[src/rtl/lcdpx_pkg.sv]
package lcdpx_pkg;

    typedef enum logic [2:0] {
        DM_NORMAL    = 3'd0,
        DM_ALL_OFF   = 3'd1,
        DM_ALL_ON    = 3'd2,
        DM_BLINK     = 3'd3,
        DM_INVERT    = 3'd4,
        DM_INV_BLINK = 3'd5,
        DM_HOLD      = 3'd6,
        DM_ALTERNATE = 3'd7
    } disp_mode_e;

    typedef enum logic {
        PH_SHOW  = 1'b0,
        PH_BLANK = 1'b1
    } blink_phase_e;

    localparam int BLINK_W   = 8;
    localparam int MODE_W    = 3;
    localparam int MODE_LSB  = 0;
    localparam int BLINK_LSB = 4;

    typedef struct packed {
        disp_mode_e           mode;
        logic [BLINK_W-1:0]   rate;
    } disp_ctrl_t;

    localparam disp_ctrl_t CTRL_RESET = '{mode: DM_NORMAL, rate: '0};

    function automatic logic mode_blocks_copy(disp_mode_e m);
        return m == DM_HOLD;
    endfunction

    function automatic blink_phase_e flip_phase(blink_phase_e p);
        return (p == PH_SHOW) ? PH_BLANK : PH_SHOW;
    endfunction

endpackage

[src/rtl/lcdpx_wr_decode.sv]
module lcdpx_wr_decode #(
    parameter int          ADDR_W    = 12,
    parameter int          N_COM     = 6,
    parameter int          COM_W     = 3,
    parameter logic [11:0] MEM_BASE  = 12'h200,
    parameter logic [11:0] CTRL_ADDR = 12'h040
) (
    input  logic              wr_en,
    input  logic [ADDR_W-1:0] wr_addr,
    output logic              ctrl_we,
    output logic              mem_we,
    output logic [COM_W-1:0]  mem_com,
    output logic              mem_hi
);
    localparam int MEM_SPAN = 8 * N_COM;

    logic [ADDR_W-1:0] offset;
    logic              in_mem;

    always_comb begin
        offset  = wr_addr - ADDR_W'(MEM_BASE);
        in_mem  = (wr_addr >= ADDR_W'(MEM_BASE)) && (offset < ADDR_W'(MEM_SPAN));
        mem_we  = wr_en && in_mem;
        mem_com = COM_W'(offset >> 3);
        mem_hi  = offset[2];
        ctrl_we = wr_en && ((wr_addr >> 2) == (ADDR_W'(CTRL_ADDR) >> 2));
    end
endmodule

[src/rtl/lcdpx_pixel_bank.sv]
module lcdpx_pixel_bank #(
    parameter int N_COM  = 6,
    parameter int WORD_W = 32,
    parameter int COM_W  = 3
) (
    input  logic                       clk,
    input  logic                       rst,
    input  logic                       wr_en,
    input  logic [COM_W-1:0]           wr_com,
    input  logic                       wr_hi,
    input  logic [WORD_W-1:0]          wr_data,
    input  logic                       copy_en,
    input  logic [COM_W-1:0]           rd_com,
    output logic                       rd_valid,
    output logic [2*WORD_W-1:0]        user_rd,
    output logic [2*WORD_W-1:0]        disp_rd,
    output logic [N_COM*2*WORD_W-1:0]  user_flat,
    output logic [N_COM*2*WORD_W-1:0]  disp_flat
);
    localparam int PIX_W = 2 * WORD_W;

    for (genvar c = 0; c < N_COM; c++) begin : g_com
        logic [PIX_W-1:0] user_q;
        logic [PIX_W-1:0] disp_q;
        logic             hit;

        assign hit = wr_en && (wr_com == COM_W'(c));

        always_ff @(posedge clk) begin
            if (rst) begin
                user_q <= '0;
                disp_q <= '0;
            end else begin
                if (copy_en) begin
                    disp_q <= user_q;
                end
                if (hit && wr_hi) begin
                    user_q[PIX_W-1:WORD_W] <= wr_data;
                end
                if (hit && !wr_hi) begin
                    user_q[WORD_W-1:0] <= wr_data;
                end
            end
        end

        assign user_flat[c*PIX_W +: PIX_W] = user_q;
        assign disp_flat[c*PIX_W +: PIX_W] = disp_q;
    end

    always_comb begin
        rd_valid = {1'b0, rd_com} < (COM_W+1)'(N_COM);
        user_rd  = '0;
        disp_rd  = '0;
        for (int c = 0; c < N_COM; c++) begin
            if (rd_com == COM_W'(c)) begin
                user_rd = user_flat[c*PIX_W +: PIX_W];
                disp_rd = disp_flat[c*PIX_W +: PIX_W];
            end
        end
    end
endmodule

[src/rtl/lcdpx_frame_ctrl.sv]
module lcdpx_frame_ctrl
    import lcdpx_pkg::*;
(
    input  logic         clk,
    input  logic         rst,
    input  logic         ctrl_we,
    input  disp_ctrl_t   ctrl_in,
    input  logic         frame_end,
    output disp_ctrl_t   pend_ctrl,
    output disp_ctrl_t   act_ctrl,
    output blink_phase_e phase,
    output logic         copy_en
);
    disp_ctrl_t         pend_q;
    disp_ctrl_t         act_q;
    blink_phase_e       phase_q;
    logic [BLINK_W-1:0] frame_cnt_q;
    logic               restart;

    assign restart = (pend_q.mode != act_q.mode) || (pend_q.rate == '0);

    always_ff @(posedge clk) begin
        if (rst) begin
            pend_q      <= CTRL_RESET;
            act_q       <= CTRL_RESET;
            phase_q     <= PH_SHOW;
            frame_cnt_q <= '0;
        end else begin
            if (ctrl_we) begin
                pend_q <= ctrl_in;
            end
            if (frame_end) begin
                act_q <= pend_q;
                if (restart) begin
                    phase_q     <= PH_SHOW;
                    frame_cnt_q <= '0;
                end else if (frame_cnt_q >= pend_q.rate) begin
                    phase_q     <= flip_phase(phase_q);
                    frame_cnt_q <= '0;
                end else begin
                    frame_cnt_q <= frame_cnt_q + 1'b1;
                end
            end
        end
    end

    assign copy_en   = frame_end && !mode_blocks_copy(pend_q.mode);
    assign pend_ctrl = pend_q;
    assign act_ctrl  = act_q;
    assign phase     = phase_q;
endmodule

[src/rtl/lcdpx_shaper.sv]
module lcdpx_shaper
    import lcdpx_pkg::*;
#(
    parameter int PIX_W = 64
) (
    input  disp_mode_e         mode,
    input  blink_phase_e       phase,
    input  logic               valid,
    input  logic [PIX_W-1:0]   disp_px,
    input  logic [PIX_W-1:0]   user_px,
    output logic [PIX_W-1:0]   pix
);
    logic             show;
    logic [PIX_W-1:0] shaped;

    always_comb begin
        show = (phase == PH_SHOW);
        case (mode)
            DM_NORMAL,
            DM_HOLD:      shaped = disp_px;
            DM_ALL_OFF:   shaped = '0;
            DM_ALL_ON:    shaped = '1;
            DM_BLINK:     shaped = show ? disp_px : '0;
            DM_INVERT:    shaped = ~disp_px;
            DM_INV_BLINK: shaped = show ? ~disp_px : '0;
            DM_ALTERNATE: shaped = show ? user_px : disp_px;
            default:      shaped = '0;
        endcase
        pix = valid ? shaped : '0;
    end
endmodule

[src/rtl/lcdpx_mode_sel.sv]
module lcdpx_mode_sel
    import lcdpx_pkg::*;
#(
    parameter int          N_COM     = 6,
    parameter int          WORD_W    = 32,
    parameter int          ADDR_W    = 12,
    parameter int          COM_W     = $clog2(N_COM),
    parameter logic [11:0] MEM_BASE  = 12'h200,
    parameter logic [11:0] CTRL_ADDR = 12'h040
) (
    input  logic                clk,
    input  logic                rst,
    input  logic                wr_en,
    input  logic [ADDR_W-1:0]   wr_addr,
    input  logic [WORD_W-1:0]   wr_data,
    input  logic                frame_end,
    input  logic [COM_W-1:0]    com_idx,
    output logic [2*WORD_W-1:0] pix_out
);
    localparam int PIX_W  = 2 * WORD_W;
    localparam int FLAT_W = N_COM * PIX_W;

    logic               ctrl_we;
    logic               mem_we;
    logic [COM_W-1:0]   mem_com;
    logic               mem_hi;
    logic               copy_en;
    logic               rd_valid;
    logic [PIX_W-1:0]   user_rd;
    logic [PIX_W-1:0]   disp_rd;
    logic [FLAT_W-1:0]  user_flat;
    logic [FLAT_W-1:0]  disp_flat;
    disp_ctrl_t         ctrl_in;
    disp_ctrl_t         pend_ctrl;
    disp_ctrl_t         act_ctrl;
    blink_phase_e       phase;

    assign ctrl_in.mode = disp_mode_e'(wr_data[MODE_LSB +: MODE_W]);
    assign ctrl_in.rate = wr_data[BLINK_LSB +: BLINK_W];

    lcdpx_wr_decode #(
        .ADDR_W(ADDR_W), .N_COM(N_COM), .COM_W(COM_W),
        .MEM_BASE(MEM_BASE), .CTRL_ADDR(CTRL_ADDR)
    ) u_decode (
        .wr_en(wr_en), .wr_addr(wr_addr),
        .ctrl_we(ctrl_we), .mem_we(mem_we), .mem_com(mem_com), .mem_hi(mem_hi)
    );

    lcdpx_pixel_bank #(
        .N_COM(N_COM), .WORD_W(WORD_W), .COM_W(COM_W)
    ) u_bank (
        .clk(clk), .rst(rst),
        .wr_en(mem_we), .wr_com(mem_com), .wr_hi(mem_hi), .wr_data(wr_data),
        .copy_en(copy_en), .rd_com(com_idx), .rd_valid(rd_valid),
        .user_rd(user_rd), .disp_rd(disp_rd),
        .user_flat(user_flat), .disp_flat(disp_flat)
    );

    lcdpx_frame_ctrl u_frame (
        .clk(clk), .rst(rst),
        .ctrl_we(ctrl_we), .ctrl_in(ctrl_in), .frame_end(frame_end),
        .pend_ctrl(pend_ctrl), .act_ctrl(act_ctrl), .phase(phase),
        .copy_en(copy_en)
    );

    lcdpx_shaper #(.PIX_W(PIX_W)) u_shape (
        .mode(act_ctrl.mode), .phase(phase), .valid(rd_valid),
        .disp_px(disp_rd), .user_px(user_rd), .pix(pix_out)
    );
endmodule

[config.mk]
export PLATFORM = sky130hd
export DESIGN_NAME = lcdpx_mode_sel
export DESIGN_NICKNAME = d
export VERILOG_FILES = /design/src/rtl/lcdpx_pkg.sv /design/src/rtl/lcdpx_wr_decode.sv /design/src/rtl/lcdpx_pixel_bank.sv /design/src/rtl/lcdpx_frame_ctrl.sv /design/src/rtl/lcdpx_shaper.sv /design/src/rtl/lcdpx_mode_sel.sv
export SDC_FILE = /design/constraint.sdc
export NUM_CORES = 2
export LEC_CHECK = 0
export ABC_AREA = 1
export BUFFER_PORTS_ARGS = -buffer_cell sky130_fd_sc_hd__buf_2
export CAP_MARGIN = 20
export CORE_MARGIN = 1.5
export CORE_UTILIZATION = 45
export CTS_CLUSTER_DIAMETER = 80
export CTS_CLUSTER_SIZE = 16
export DETAILED_ROUTE_END_ITERATION = 6
export HOLD_SLACK_MARGIN = 0.05
export SKIP_CTS_REPAIR_TIMING = 1
export SLEW_MARGIN = 20
export SYNTH_ARGS = -nofsm -noshare
export SYNTH_HDL_FRONTEND = slang
export SYNTH_SLANG_ARGS = --single-unit
[constraint.sdc]
create_clock -name clk -period 2.1 [get_ports clk]
set_input_delay 0.21 -clock clk [delete_from_list [all_inputs] [get_ports clk]]
set_output_delay 0.21 -clock clk [all_outputs]
set_load 0.1 [all_outputs]
==> metrics.md <==
| Metric | Value |
|---|---|
| Status | complete, but fails checks |
| Failing checks | setup timing |
| Post-DR wirelength/cell | ~21 µm |
| Initial DRC count | between 4000 and 5000 |
| Synthesized cell area | 0.0373 mm² |
| Routability Congestion | around 0.92 |
| Vias in the first global route | 34859 |
| Clock slew at reported path FFs | 0.08 ns |
| IO Pins | about 120 |
| Final WS setup | -0.671 ns |
| Synth top cells by count | nand2_1, nor2_1, dfxtp_1, a21oi_1, o21ai_0 |
| CTS tree | done |
| Die Height | 291 µm |
| First-pass GRT wire length | 216 mm |
| Unrepaired setup endpoints after global routing | true |
| Met1 Use GR | 0.436 |
| Final Hold Fails | 0 |
| Antenna violations before repair | 11 |
| Worst-Margin Slew | 0.969 ns |
| Number of enable flip-flop cells after synthesis | 0 |
| WS Path Type | flop to primary output |
| Yosys warns | 0 |
| Global Route Usage Sum | 0.329 |
| Area Growth Syn to Fin | 19.9% |
| Peak supply drop | 0.000612 V |
| Setup crit end kind | primary output |
| Clock Latency Late Sink | about 0.65 ns |
| # rows | 105 |
| Relative slew slack | 0.354 |
| Post-synthesis cell type count | 33 |
| Routed vias | between 30000 and 40000 |
| Max Freq | 0.361 GHz |
| Drt pass-1 iters | 6 |
| Ys flop type | dfxtp_1 |
| Hold crit path type | input port to flop |
| Die footprint | 0.0847 mm² |
| Clock Skew | 0.0230 ns |
| Remaining Overflow, GRT | 0 |
| GR peak layer | met2 |
| Synth area leaders | dfxtp_1, nand2_1, nor2_1 |
| PwrDens | 705 mW/mm² |
| Max-cap violation count | 0 |
| Final setup violating endpoints | 64 |
| LEAKAGE | 19.1 nW |
| Pre-CTS setup slack | -0.540 ns |
| I/O Buffers | 112 |
| Crit path max fanout | 8 |
| Largest net degree at the start of global routing | 170 |
| Met2 usage | 0.524 |
| Vias/cell | 5.64 |
| Critical Path Start Type | flop |
| Critical Path AT | around 2.6 ns |
| Met3 usage | 0.0405 |
| Routed WL | 144 mm |
| Flop and latch count out of synthesis | a little under 800 |
| FFs w/ async S/R, synth | 0 |
| Fraction of layout cells with a size suffix above 1 | 0.126 |
| # nets final | ~5800 |
| Syn Inst Count | 5705 |
| Period utilization | 1.32 |
| CTS Buf Count | 55 |
| Initial Util | 0.455 |
| Most frequent cell after synthesis | nand2_1 |
| Die Wd | 291 µm |
| Final Slew Violations | 0 |
| Avg Inst Size Synth | 6.54 µm² |
| Yosys top cell area share | 0.424 |
| CTS Sinks | between 700 and 800 |
| Post-Syn Nets | between 5000 and 6000 |
| Post-DP HPWL | roughly 92 mm |
| Final ANT Viol Nets | 0 |
| Fin crit period | 2.77 ns |
| Leading area contributor after synthesis | dfxtp_1 |
| Post-route DRC | 0 |
| Tot Pwr | 31.5 mW |
| CTS H-tree lvls | 2 |
| Critical Path RT | approximately 1.9 ns |
| Root Driver | clkbuf_16 |
| Core area | 0.0821 mm² |
| Sequential share of the synthesized area | 0.424 |
| Maximum buffer depth of the clock tree | 3 |
-- critical path, stage by stage (launching register included) --
cell       delay, ns
dfxtp_4         0.37
nor2_4          0.11
inv_2           0.05
nor3_2          0.10
nor2_1          0.07
nand2_2         0.10
buf_12          0.18
inv_8           0.06
clkbuf_16       0.17
buf_4           0.15
a21oi_4         0.14
nor2_4          0.10
nor2_4          0.11
buf_12          0.18
-- cell usage in the layout (no fill, tap or decap), drive strengths merged --
cell type,n
dfxtp,791
buf,427
inv,342
nor2,1159
o21bai,1
bufinv,1
nand4,287
o21a,1
or2,19
xor2,5
clkbuf,59
ha,10
o21ai,434
a21oi,543
nor3,36
diode,9
nand2,1187
nand3,361
a31oi,1
nor4,1
clkinv,4
dlygate4sd3,17
a211oi,1
clkinvlp,41
xnor2,6
-- registers in the layout, indices dropped and copies added (netlist names) --
| register | flops |
|---|---|
| u_frame.phase | 1 |
| u_bank.g_com.disp_q | 384 |
| u_frame.pend_ctrl | 11 |
| u_frame.act_ctrl | 3 |
| u_frame.frame_cnt_q | 8 |
| u_bank.g_com.user_q | 384 |
-- cell families (layout without fill, tap and decap cells) --
family	Yosys count	count (layout)	share of synthesized area
AO/OA/AOI/OAI	981	981	0.132
XOR/XNOR	11	11	0.00258
adder cells (fa/ha/maj)	10	10	0.00335
buffers and inverters	862	891	0.0950
flip-flops	791	791	0.424
other	0	9	0
AND/OR/NAND/NOR	3050	3050	0.343
-- power by group --
group | switching, mW | internal, mW | total, mW
combinational | 3.96 | 1.83 | 5.79
clock | 5.41 | 4.79 | 10.2
sequential | 0.172 | 15.4 | 15.5
total | 9.54 | 22.0 | 31.5
-- through the flow --
step / std cells / setup TNS (ns) / instance area (µm²) / hold slack (ns) / util
after floorplan: 5705 / -0.195 / 37700 / 0.378 / -
after global placement: 6725 / -15.58 / 42400 / 0.438 / 0.516
after detailed placement: 6725 / -16.40 / 42400 / 0.444 / 0.516
after CTS: 6784 / -41.35 / 43800 / -0.117 / 0.534
after global routing: 6811 / -39.21 / 44700 / 0.0533 / 0.545
final: 6813 / -33.58 / 44700 / 0.0457 / 0.545
-- area by class of cell --
type,count,area [µm²]
Multi-Input combinational cell,4052,18800
Inverter,385,1630
Fill cell,8110,37400
Timing Repair Buffer,447,5650
Clock buffer,56,1390
Tap cell,1070,1340
Clock inverter,3,43.8
Sequential cell,791,15800
Antenna cell,9,22.5
-- path summary, 6_finish.rpt --
check                                  start  slack (ns)                    endpoint  cells past startpoint
setup / recovery        u_frame.act_ctrl[10]       -0.67                 pix_out[50]                     13
hold / removal                           rst        0.05  u_bank.g_com[3].user_q[19]                      4
setup reg to reg        u_frame.pend_ctrl[7]        0.29      u_frame.frame_cnt_q[4]                      9
hold reg to reg   u_bank.g_com[1].disp_q[63]        0.45  u_bank.g_com[1].disp_q[63]                      2
-- per-layer routing --
layer | share of wire | vias up
met5 | 0 | -
met4 | 0.055 | 0
met3 | 0.084 | 306
met2 | 0.45 | 1673
met1 | 0.41 | 18050
li1 | - | 18419
(Power assumes the default switching activity.)
